<file path="config.mk">
export PLATFORM = sky130hd
export DESIGN_NAME = scsi_sel_seq
export DESIGN_NICKNAME = d
export VERILOG_FILES = /design/src/rtl/scsi_sel_pkg.sv /design/src/rtl/scsi_sel_timer.sv /design/src/rtl/scsi_sel_resid.sv /design/src/rtl/scsi_sel_seq.sv
export SDC_FILE = /design/constraint.sdc
export NUM_CORES = 1
export LEC_CHECK = 0
export ABC_AREA = 1
export BUFFER_PORTS_ARGS = -buffer_cell sky130_fd_sc_hd__buf_2
export CORE_UTILIZATION = 40
export DETAILED_ROUTE_END_ITERATION = 12
export PLACE_DENSITY_LB_ADDON = 0.05
export SETUP_SLACK_MARGIN = 0.2
export SKIP_CTS_REPAIR_TIMING = 1
export SLEW_MARGIN = 25
export SYNTH_ARGS = -nofsm -noshare
export SYNTH_HDL_FRONTEND = slang
export SYNTH_SLANG_ARGS = --single-unit
</file>
<file path="constraint.sdc">
create_clock -name clk -period 1.9 [get_ports clk]
set_clock_uncertainty 0.1 [all_clocks]
set_input_delay 0.095 -clock clk [delete_from_list [all_inputs] [get_ports clk]]
set_output_delay 0.095 -clock clk [all_outputs]
set_load 0.02 [all_outputs]
</file>
<file path="src/rtl/scsi_sel_pkg.sv">
package scsi_sel_pkg;

    typedef enum logic [2:0] {
        ST_IDLE     = 3'd0,
        ST_ARB      = 3'd1,
        ST_MSG_WREQ = 3'd2,
        ST_CMD_WREQ = 3'd3,
        ST_SETTLE   = 3'd4,
        ST_ACK      = 3'd5
    } seq_state_e;

    localparam logic [1:0] KIND_PLAIN    = 2'b00;
    localparam logic [1:0] KIND_ATN      = 2'b01;
    localparam logic [1:0] KIND_ATN_STOP = 2'b10;

    localparam logic [2:0] PH_COMMAND = 3'b010;

    localparam logic [2:0] STEP_NONE    = 3'd0;
    localparam logic [2:0] STEP_PARTIAL = 3'd2;
    localparam logic [2:0] STEP_CMD     = 3'd3;
    localparam logic [2:0] STEP_FULL    = 3'd4;

    typedef struct packed {
        seq_state_e  state;
        logic [1:0]  kind;
        logic        dma;
        logic        is_msg;
        logic        sel;
        logic        atn;
        logic [7:0]  data;
        logic [2:0]  step;
        logic        done;
    } seq_regs_t;

endpackage

</file>
<file path="src/rtl/scsi_sel_timer.sv">
module scsi_sel_timer #(
    parameter int W = 5
) (
    input  logic         clk,
    input  logic         rst_n,
    input  logic         load,
    input  logic [W-1:0] load_val,
    output logic         expired
);
    logic [W-1:0] cnt_d, cnt_q;

    always_comb begin
        cnt_d = cnt_q;
        if (load)
            cnt_d = load_val;
        else if (cnt_q != '0)
            cnt_d = cnt_q - 1'b1;
    end

    always_ff @(posedge clk or negedge rst_n) begin
        if (!rst_n)
            cnt_q <= '0;
        else
            cnt_q <= cnt_d;
    end

    assign expired = (cnt_q == '0);
endmodule

</file>
<file path="src/rtl/scsi_sel_resid.sv">
module scsi_sel_resid #(
    parameter int W = 5
) (
    input  logic         clk,
    input  logic         rst_n,
    input  logic         load,
    input  logic [W-1:0] load_val,
    input  logic         dec,
    output logic         is_zero
);
    logic [W-1:0] cnt_d, cnt_q;

    // saturating count of command bytes still owed
    always_comb begin
        cnt_d = cnt_q;
        if (load)
            cnt_d = load_val;
        else if (dec && cnt_q != '0)
            cnt_d = cnt_q - 1'b1;
    end

    always_ff @(posedge clk or negedge rst_n) begin
        if (!rst_n)
            cnt_q <= '0;
        else
            cnt_q <= cnt_d;
    end

    assign is_zero = (cnt_q == '0);
endmodule

</file>
<file path="src/rtl/scsi_sel_seq.sv">
module scsi_sel_seq
    import scsi_sel_pkg::*;
#(
    parameter int ARB_CYCLES    = 20,
    parameter int SETTLE_CYCLES = 3,
    parameter int LEN_W         = 5
) (
    input  logic             clk,
    input  logic             rst_n,
    input  logic             cmd_valid,
    input  logic [1:0]       cmd_kind,
    input  logic             dma_mode,
    input  logic [LEN_W-1:0] cmd_len,
    input  logic             tc_zero,
    input  logic             irq_ack,
    input  logic             fifo_empty,
    input  logic [7:0]       fifo_data,
    output logic             fifo_pop,
    input  logic             bsy_i,
    input  logic             req_i,
    input  logic [2:0]       phase_i,
    output logic             bsy_o,
    output logic             sel_o,
    output logic             atn_o,
    output logic             ack_o,
    output logic [7:0]       data_o,
    output logic [2:0]       step_o,
    output logic             done_o
);
    localparam int TMR_MAX = (ARB_CYCLES > SETTLE_CYCLES) ? ARB_CYCLES : SETTLE_CYCLES;
    localparam int TMR_W   = $clog2(TMR_MAX + 1);
    localparam logic [TMR_W-1:0] ARB_LOAD    = TMR_W'(ARB_CYCLES);
    localparam logic [TMR_W-1:0] SETTLE_LOAD = TMR_W'(SETTLE_CYCLES);

    seq_regs_t r_d, r_q;

    logic             tmr_load;
    logic [TMR_W-1:0] tmr_val;
    logic             tmr_expired;
    logic             rl_load;
    logic             rl_dec;
    logic             rl_zero;
    logic             pop;
    logic             init_mode;
    logic             all_sent;
    logic             seq_busy;

    scsi_sel_timer #(.W(TMR_W)) i_timer (
        .clk      (clk),
        .rst_n    (rst_n),
        .load     (tmr_load),
        .load_val (tmr_val),
        .expired  (tmr_expired)
    );

    scsi_sel_resid #(.W(LEN_W)) i_resid (
        .clk      (clk),
        .rst_n    (rst_n),
        .load     (rl_load),
        .load_val (cmd_len),
        .dec      (rl_dec),
        .is_zero  (rl_zero)
    );

    // initiator mode: the target has answered and SEL is released
    assign init_mode = !r_q.sel &&
                       (r_q.state == ST_MSG_WREQ || r_q.state == ST_CMD_WREQ ||
                        r_q.state == ST_SETTLE   || r_q.state == ST_ACK);

    assign all_sent = r_q.dma ? (tc_zero && rl_zero) : fifo_empty;

    assign seq_busy = (r_q.state != ST_IDLE);

    always_comb begin
        r_d      = r_q;
        r_d.done = 1'b0;
        tmr_load = 1'b0;
        tmr_val  = '0;
        rl_load  = 1'b0;
        rl_dec   = 1'b0;
        pop      = 1'b0;

        if (irq_ack)
            r_d.step = STEP_NONE;

        if (init_mode && !bsy_i) begin
            r_d.state = ST_IDLE;
            r_d.sel   = 1'b0;
            r_d.atn   = 1'b0;
        end else begin
            unique case (r_q.state)
                ST_IDLE: begin
                    if (cmd_valid && cmd_kind != 2'b11) begin
                        r_d.state = ST_ARB;
                        r_d.kind  = cmd_kind;
                        r_d.dma   = dma_mode;
                        r_d.step  = STEP_NONE;
                        r_d.sel   = 1'b0;
                        r_d.atn   = 1'b0;
                        tmr_load  = 1'b1;
                        tmr_val   = ARB_LOAD;
                        rl_load   = 1'b1;
                    end
                end
                ST_ARB: begin
                    // only the delay ends arbitration
                    if (tmr_expired) begin
                        r_d.sel = 1'b1;
                        if (r_q.kind == KIND_PLAIN) begin
                            r_d.state = ST_CMD_WREQ;
                        end else begin
                            r_d.atn   = 1'b1;
                            r_d.state = ST_MSG_WREQ;
                        end
                    end
                end
                ST_MSG_WREQ: begin
                    if (req_i) begin
                        r_d.sel = 1'b0;
                        if (!fifo_empty) begin
                            pop        = 1'b1;
                            r_d.data   = fifo_data;
                            r_d.is_msg = 1'b1;
                            r_d.state  = ST_SETTLE;
                            tmr_load   = 1'b1;
                            tmr_val    = SETTLE_LOAD;
                        end
                    end
                end
                ST_CMD_WREQ: begin
                    if (req_i) begin
                        r_d.sel = 1'b0;
                        if (phase_i != PH_COMMAND) begin
                            r_d.step  = all_sent ? STEP_FULL : STEP_PARTIAL;
                            r_d.done  = 1'b1;
                            r_d.state = ST_IDLE;
                        end else if (!fifo_empty) begin
                            pop        = 1'b1;
                            rl_dec     = 1'b1;
                            r_d.data   = fifo_data;
                            r_d.is_msg = 1'b0;
                            if (r_q.step < STEP_CMD)
                                r_d.step = STEP_CMD;
                            r_d.state  = ST_SETTLE;
                            tmr_load   = 1'b1;
                            tmr_val    = SETTLE_LOAD;
                        end
                    end
                end
                ST_SETTLE: begin
                    if (tmr_expired)
                        r_d.state = ST_ACK;
                end
                ST_ACK: begin
                    if (!req_i) begin
                        if (r_q.is_msg) begin
                            r_d.atn = 1'b0;
                            if (r_q.kind == KIND_ATN_STOP) begin
                                r_d.step  = STEP_PARTIAL;
                                r_d.done  = 1'b1;
                                r_d.state = ST_IDLE;
                            end else begin
                                r_d.state = ST_CMD_WREQ;
                            end
                        end else begin
                            r_d.state = ST_CMD_WREQ;
                        end
                    end
                end
                default: r_d.state = ST_IDLE;
            endcase
        end
    end

    always_ff @(posedge clk or negedge rst_n) begin
        if (!rst_n)
            r_q <= '0;
        else
            r_q <= r_d;
    end

    assign fifo_pop = pop;
    assign bsy_o    = (r_q.state == ST_ARB) || r_q.sel;
    assign sel_o    = r_q.sel;
    assign atn_o    = r_q.atn;
    assign ack_o    = (r_q.state == ST_ACK);
    assign data_o   = r_q.data;
    assign step_o   = r_q.step;
    assign done_o   = r_q.done;
endmodule

</file>
==> impl_metrics.yaml, run 1 <==
placed_design:
  dpl.hpwl_um: 3320
  numPortBuffers: 43
  gp_congestion: 0.892
  placed_area_um2: 2200
  placement.setup.worst_slack_ps: 200
timing:
  setup_violations: 0
  finalCritPeriodShare_pct: 88.1
  holdWs_ps: 1.89
  setup_ws_ps: 225
  fin_crit_ps: 1670
  fmax_mhz: 597
  rsz0062_at_grt: "yes"
  max-slew-margin-rel_pct: 52.1
  report.final.slew_viol_count: 0
  hold_viol_final: 0
  worst-slew-pin-transition_ps: 719
  fin_tns_setup_ps: 0
die:
  die_x_um: 72.9
  start_util_pct: 42.0
  dieArea_um2: 5310
  rows: 25
  coreArea_um2: 4790
  die_h_um: 72.9
  top_level_ports: 44
job:
  maxCapViolCount: 0
synth:
  synth_seq_area_share_pct: 38.6
  ys_types: 29
  synth_top_family_by_area: "simple AND/OR/NAND/NOR gates"
  muxShareOfSynthArea_pct: 0
  synth_xor_area_share_pct: 2.62
  synth_area_leaders: "dfrtp_1, nand2_1, nand3_1, buf_4, nor2_1"
  synthAdderAreaFrac_pct: 2.49
  yosys.area.top_type_share_pct: 38.6
  yosys.area_share.simple_pct: 37.9
  synth.largest_area_cell: "dfrtp_1"
  synth.cell_area_um2: 2010
  ys_seq_elements: 31
  synth_compound_area_share_pct: 6.98
  avgSynthCellArea_um2: 7.33
  yosysWarnings: 0
  syn_inst: 274
  synthesis.nets: 305
clock_network:
  cts_made_buffers: 5
  cts.clk_slew.worst_paths_ps: 70
  clockBufferDepth: 2
  clock_latency_ps: 280
  cts_tree: "yes"
  clock_sinks: 31
  htreeDepth: 2
  root_buffer: "clkbuf_8"
power_and_ir_drop:
  vdd_drop_max_mv: 0.551
  power.density_nw_per_um2: 1430
  p_leak_nw: 1.37
route:
  first_iter_violations: 74
  remaining_drc_errors: 0
  wire_per_inst_um: 11.6
  vias: 1833
  postRouteAntennaNets: 0
  firstDrtPassIters: 4
  vias_per_cell: 4.66
  drt_wl_total_um: 4540
critical_path:
  end_kind: "output pin"
  crit_type: "reg -> out"
  arrival_ps: 1480
  crit_chain: "buf_12, nor2_4, nand2_1, nor2_8, buf_4"
  cp-start-kind: "flip-flop"
  slowest_stage: "dfrtp_2"
  cp_data_required_time_ps: 1700
  max_stage_delay_ps: 450
  crit_buf_inv: 2
  crit_start: "r_q[20]"
  cp_top_family: "flip-flops"
  cp_max_fo: 6
  reg2reg_from: "r_q[20]"
grt:
  grt_max_degree: 32
  antenna_found_initial: 0
  grt_overflow_total: 0
  grt_pass1_wl_um: 7790
  grt_usage_pct: 19.2
  grt_pass1_vias: 1724
worst_hold_path:
  min_path_type: "in -> reg"
  min_from: "irq_ack"
cells_and_area:
  finish.instance_area_um2: 2510
  syn_to_final_growth_pct: 24.9
  insertedDiodeCount: 0
  fin_nets: 356
  drive_gt1_share_pct: 25.5
outcome:
  outcome: "finished, final reports clean"
-- kinds of logic after synthesis --
group | Yosys count
AND/OR/NAND/NOR | 165
AO/OA/AOI/OAI | 26
XOR/XNOR | 6
buffers and inverters | 42
adder cells (fa/ha/maj) | 4
flip-flops | 31
-- worst paths after layout --
path	to	slack (ps)	cells past startpoint
worst max register to register	i_timer.cnt_q[3]	280	7
max in group asynchronous	r_q[19]	890	2
worst min-delay path	step_o[0]	2	4
worst min register to register	data_o[7]	380	2
min in group asynchronous	data_o[3]	290	2
worst max-delay path	fifo_pop	230	5
-- placed cells by master, fill, tap and decap left out, types with 3 or more instances in the layout --
cell type / n
nor2_4: 3
buf_4: 4
nor2_2: 3
a21oi_1: 4
buf_2: 42
inv_1: 19
xor2_1: 5
dfrtp_2: 3
o21ai_0: 10
dlygate4sd3_1: 12
nor2_1: 20
inv_2: 6
o21ai_1: 7
ha_1: 4
dfrtp_1: 28
nand2_4: 3
clkbuf_8: 5
o21bai_1: 3
nand3_1: 33
nand2_1: 91
-- cell type report --
cell class | count | area (um2)
Clock buffer | 5 | 68.8
Clock inverter | 3 | 43.8
Fill cell | 484 | 2280
Inverter | 25 | 93.8
Multi-Input combinational cell | 201 | 1030
Sequential cell | 31 | 779
Tap cell | 67 | 83.8
Timing Repair Buffer | 61 | 412
-- tightest hold or removal path, stage by stage --
cell and delay, ps:
buf_2 70, inv_1 60, nand2_1 60, a21oi_1 50
-- layer usage --
metal  track usage (%)  part of all wire (%)
met1              26.6                    51
met2              30.0                    43
met3              3.73                   4.6
met4              6.54                   1.0
met5                 0                     0
-- report_power, final --
| group | internal (mW) | leakage (nW) | switching, mW |
|---|---|---|---|
| registers | 0.942 | 0.388 | 0.209 |
| logic | 0.672 | 0.919 | 1.10 |
| clock network | 0.390 | 0.0581 | 0.262 |
| total | 2.00 | 1.37 | 1.58 |
-- stage by stage --
| stage | power [mW] | utilization, % | std cells |
|---|---|---|---|
| finish | 3.58 | 52.4 | 393 |
| global route | 3.94 | 52.4 | 393 |
| CTS | 3.51 | 48.2 | 378 |
| detailed placement | 2.83 | 45.9 | 370 |
| global placement | 2.84 | 45.9 | 370 |
| floorplan | 2.54 | - | 274 |
-- cells in the mapped netlist, drive strengths merged --
cell type / count
a21boi: 1
a21oi: 4
and3: 1
buf: 17
dfrtp: 31
ha: 4
inv: 25
nand2: 96
nand3: 35
nand3b: 2
nand4: 2
nor2: 27
nor3: 1
o21ai: 18
o21bai: 3
or2: 1
xnor2: 1
xor2: 5
-- registers in the layout (all words and copies together), names as in the netlist --
register	count
r_q	7
sel_o	1
done_o	1
atn_o	1
i_resid.cnt_q	5
i_timer.cnt_q	5
data_o	8
step_o	3
Power figures use the tool's default switching activity.
==> run 2: changes to the inputs <==
--- a/config.mk
+++ b/config.mk
@@ -15,4 +15,5 @@
 export SLEW_MARGIN = 25
 export SYNTH_ARGS = -nofsm -noshare
 export SYNTH_HDL_FRONTEND = slang
+export SYNTH_HIERARCHICAL = 1
 export SYNTH_SLANG_ARGS = --single-unit
==> constraint.sdc (replaced) <==
create_clock -name clk -period 2.1 [get_ports clk]
set_clock_uncertainty 0.1 [all_clocks]
set_input_delay 0.105 -clock clk [delete_from_list [all_inputs] [get_ports clk]]
set_output_delay 0.105 -clock clk [all_outputs]
set_load 0.02 [all_outputs]
==> impl_metrics.yaml, run 2 <==
clock_network:
  htreeDepth: 2
  cts_made_buffers: 5
  clock_latency_ps: 280
  cts.clk_slew.worst_paths_ps: 70
  clock_sinks: 31
  root_buffer: "clkbuf_8"
  clockBufferDepth: 2
  cts_tree: "yes"
grt:
  grt_max_degree: 32
  grt_pass1_vias: 1711
  grt_pass1_wl_um: 7800
  grt_overflow_total: 0
  antenna_found_initial: 0
  grt_usage_pct: 18.7
timing:
  hold_viol_final: 1
  worst-slew-pin-transition_ps: 728
  max-slew-margin-rel_pct: 51.4
  finalCritPeriodShare_pct: 86.0
  setup_violations: 0
  fin_tns_setup_ps: 0
  rsz0062_at_grt: "yes"
  report.final.slew_viol_count: 0
  fin_crit_ps: 1810
  holdWs_ps: -28.4
  fmax_mhz: 554
critical_path:
  crit_buf_inv: 3
  worstRegToRegCells: 10
  cp-start-kind: "flip-flop"
  cp_max_fo: 16
  cp_data_required_time_ps: 2170
  max_stage_delay_ps: 510
  cp_top_family: "simple AND/OR/NAND/NOR gates"
  end_kind: "flip-flop"
  crit_chain: "inv_1, nand3_2, nor2_4, nand2_4, inv_6, or2_4, inv_4, nand4_4, nand2_1, o21ai_1"
  r2r_slack_ps: 290
  slowest_stage: "dfrtp_1"
  r2r_end: "i_timer/cnt_q[1]"
  reg2reg_from: "r_q[18]"
  arrival_ps: 1880
  crit_type: "reg -> reg"
synth:
  synth_edf_count: 0
  avgSynthCellArea_um2: 7.12
  syn_inst: 295
  yosysWarnings: 6
  yosys.cell_count.top_type: "nand2_1"
  yosys.area.top_type_share_pct: 36.9
  synth_common_cells: "nand2_1, dfrtp_1, inv_1"
  synth.largest_area_cell: "dfrtp_1"
  yosys_most_used_dff: "dfrtp_1"
  async_flop_share_pct: 100
  ys_types: 29
  synth_seq_area_share_pct: 36.9
  ys_seq_elements: 31
  synth.cell_area_um2: 2100
  synthesis.nets: 327
  synth_area_leaders: "dfrtp_1, nand2_1, nand3_1, inv_1, nor2_1"
route:
  firstDrtPassIters: 5
  remaining_drc_errors: 0
  wire_per_inst_um: 11.6
  postRouteAntennaNets: 0
  first_iter_violations: 131
  vias: 1976
  drt_wl_total_um: 4880
  vias_per_cell: 4.68
outcome:
  violations: "hold timing"
  outcome: "finished, violations left"
job:
  maxCapViolCount: 0
cells_and_area:
  drive_gt1_share_pct: 28.7
  final_common_cell: "nand2_1"
  syn_to_final_growth_pct: 27.9
  insertedDiodeCount: 0
  finish.instance_area_um2: 2690
  layout.cells.non_filler: 422
  layout_common_cells: "nand2_1, buf_2, inv_1, dfrtp_1, nand3_1"
  largest_reg_flops: 8
  fin_nets: 383
placed_design:
  placed_area_um2: 2370
  dp_cells: 399
  gp_congestion: 0.864
  dpl.hpwl_um: 3530
  numPortBuffers: 43
worst_hold_path:
  hold_depth: 3
  min_path_type: "in -> reg"
  min_from: "fifo_data[2]"
  whs_endpoint: "data_o[2]"
power_and_ir_drop:
  vdd_drop_max_mv: 0.583
  p_leak_nw: 1.47
  power.density_nw_per_um2: 1320
die:
  die_x_um: 74.5
  coreArea_um2: 5070
  top_level_ports: 44
  dieArea_um2: 5550
  start_util_pct: 41.4
  rows: 26
  die_h_um: 74.5
## run 2: cell types whose count changed in the layout (fill, tap and decap cells not counted), moves of 3 or more
cell,before,now
nand3_1,33,25
inv_1,19,31
xor2_1,5,0
buf_4,4,7
nand3_2,1,7
o21ai_1,7,15
## run 2: area by class of cell
class                      count  area, um2
clock buffer                   6       82.6
clock inverter                 2       35.0
fill                         532       2390
inverter                      40        161
multi-input combinational    210       1140
sequential                    31        777
tap                           70       87.6
timing repair buffer          63        398
## run 2: per-stage QoR
stage / hold slack, ps / power (mW) / utilization, % / setup slack, ps
3_3_place_gp: 125 / 2.82 / 46.8 / 197
4_1_cts: -203 / 3.48 / 49.1 / 94.6
3_5_place_dp: 120 / 2.83 / 46.8 / 125
6_report: -28.4 / 3.54 / 52.9 / 293
5_1_grt: -0.767 / 3.88 / 52.9 / 184
2_1_floorplan: -291 / 2.53 / - / 213
## run 2: logic make-up after synthesis
group / count (synthesis) / synth area share (%)
AOI/OAI and AO/OA: 33 / 8.52
xor gates and xnor gates: 1 / 0.417
adders and majority gates: 5 / 2.98
buffers and inverters: 54 / 12.4
DFF: 31 / 36.9
other: 1 / 0.179
and+or+nand+nor: 170 / 38.5
## run 2: metal layers
layer	global-route usage [%]	vias up	wire length, um
met3	4.34	9	189
met2	28.6	50	2300
met5	0	-	0
met1	25.1	887	2310
met4	8.18	0	80
li1	-	1030	-
## run 2: worst min-delay path, stage by stage
cell and delay, ps:
buf_2 90, nand2_1 50, o21ai_1 60
## run 2: how the worst max path moves through the flow
stage / startpoint / cells past startpoint / endpoint / slack (ps)
detailed placement: r_q[20] / 11 / i_timer/cnt_q[3] / 130
CTS: r_q[20] / 11 / i_timer/cnt_q[3] / 90
finish: r_q[18] / 10 / i_timer/cnt_q[1] / 290
floorplan: r_q[19] / 11 / i_timer/cnt_q[0] / 210
global placement: r_q[20] / 11 / i_timer/cnt_q[3] / 200
global route: r_q[19] / 10 / i_timer/cnt_q[1] / 180
## run 2: power by group
part | switching, mW | internal (mW) | total, mW
logic | 1.16 | 0.704 | 1.87
registers | 0.191 | 0.860 | 1.05
clock network | 0.242 | 0.384 | 0.626
total | 1.60 | 1.95 | 3.54
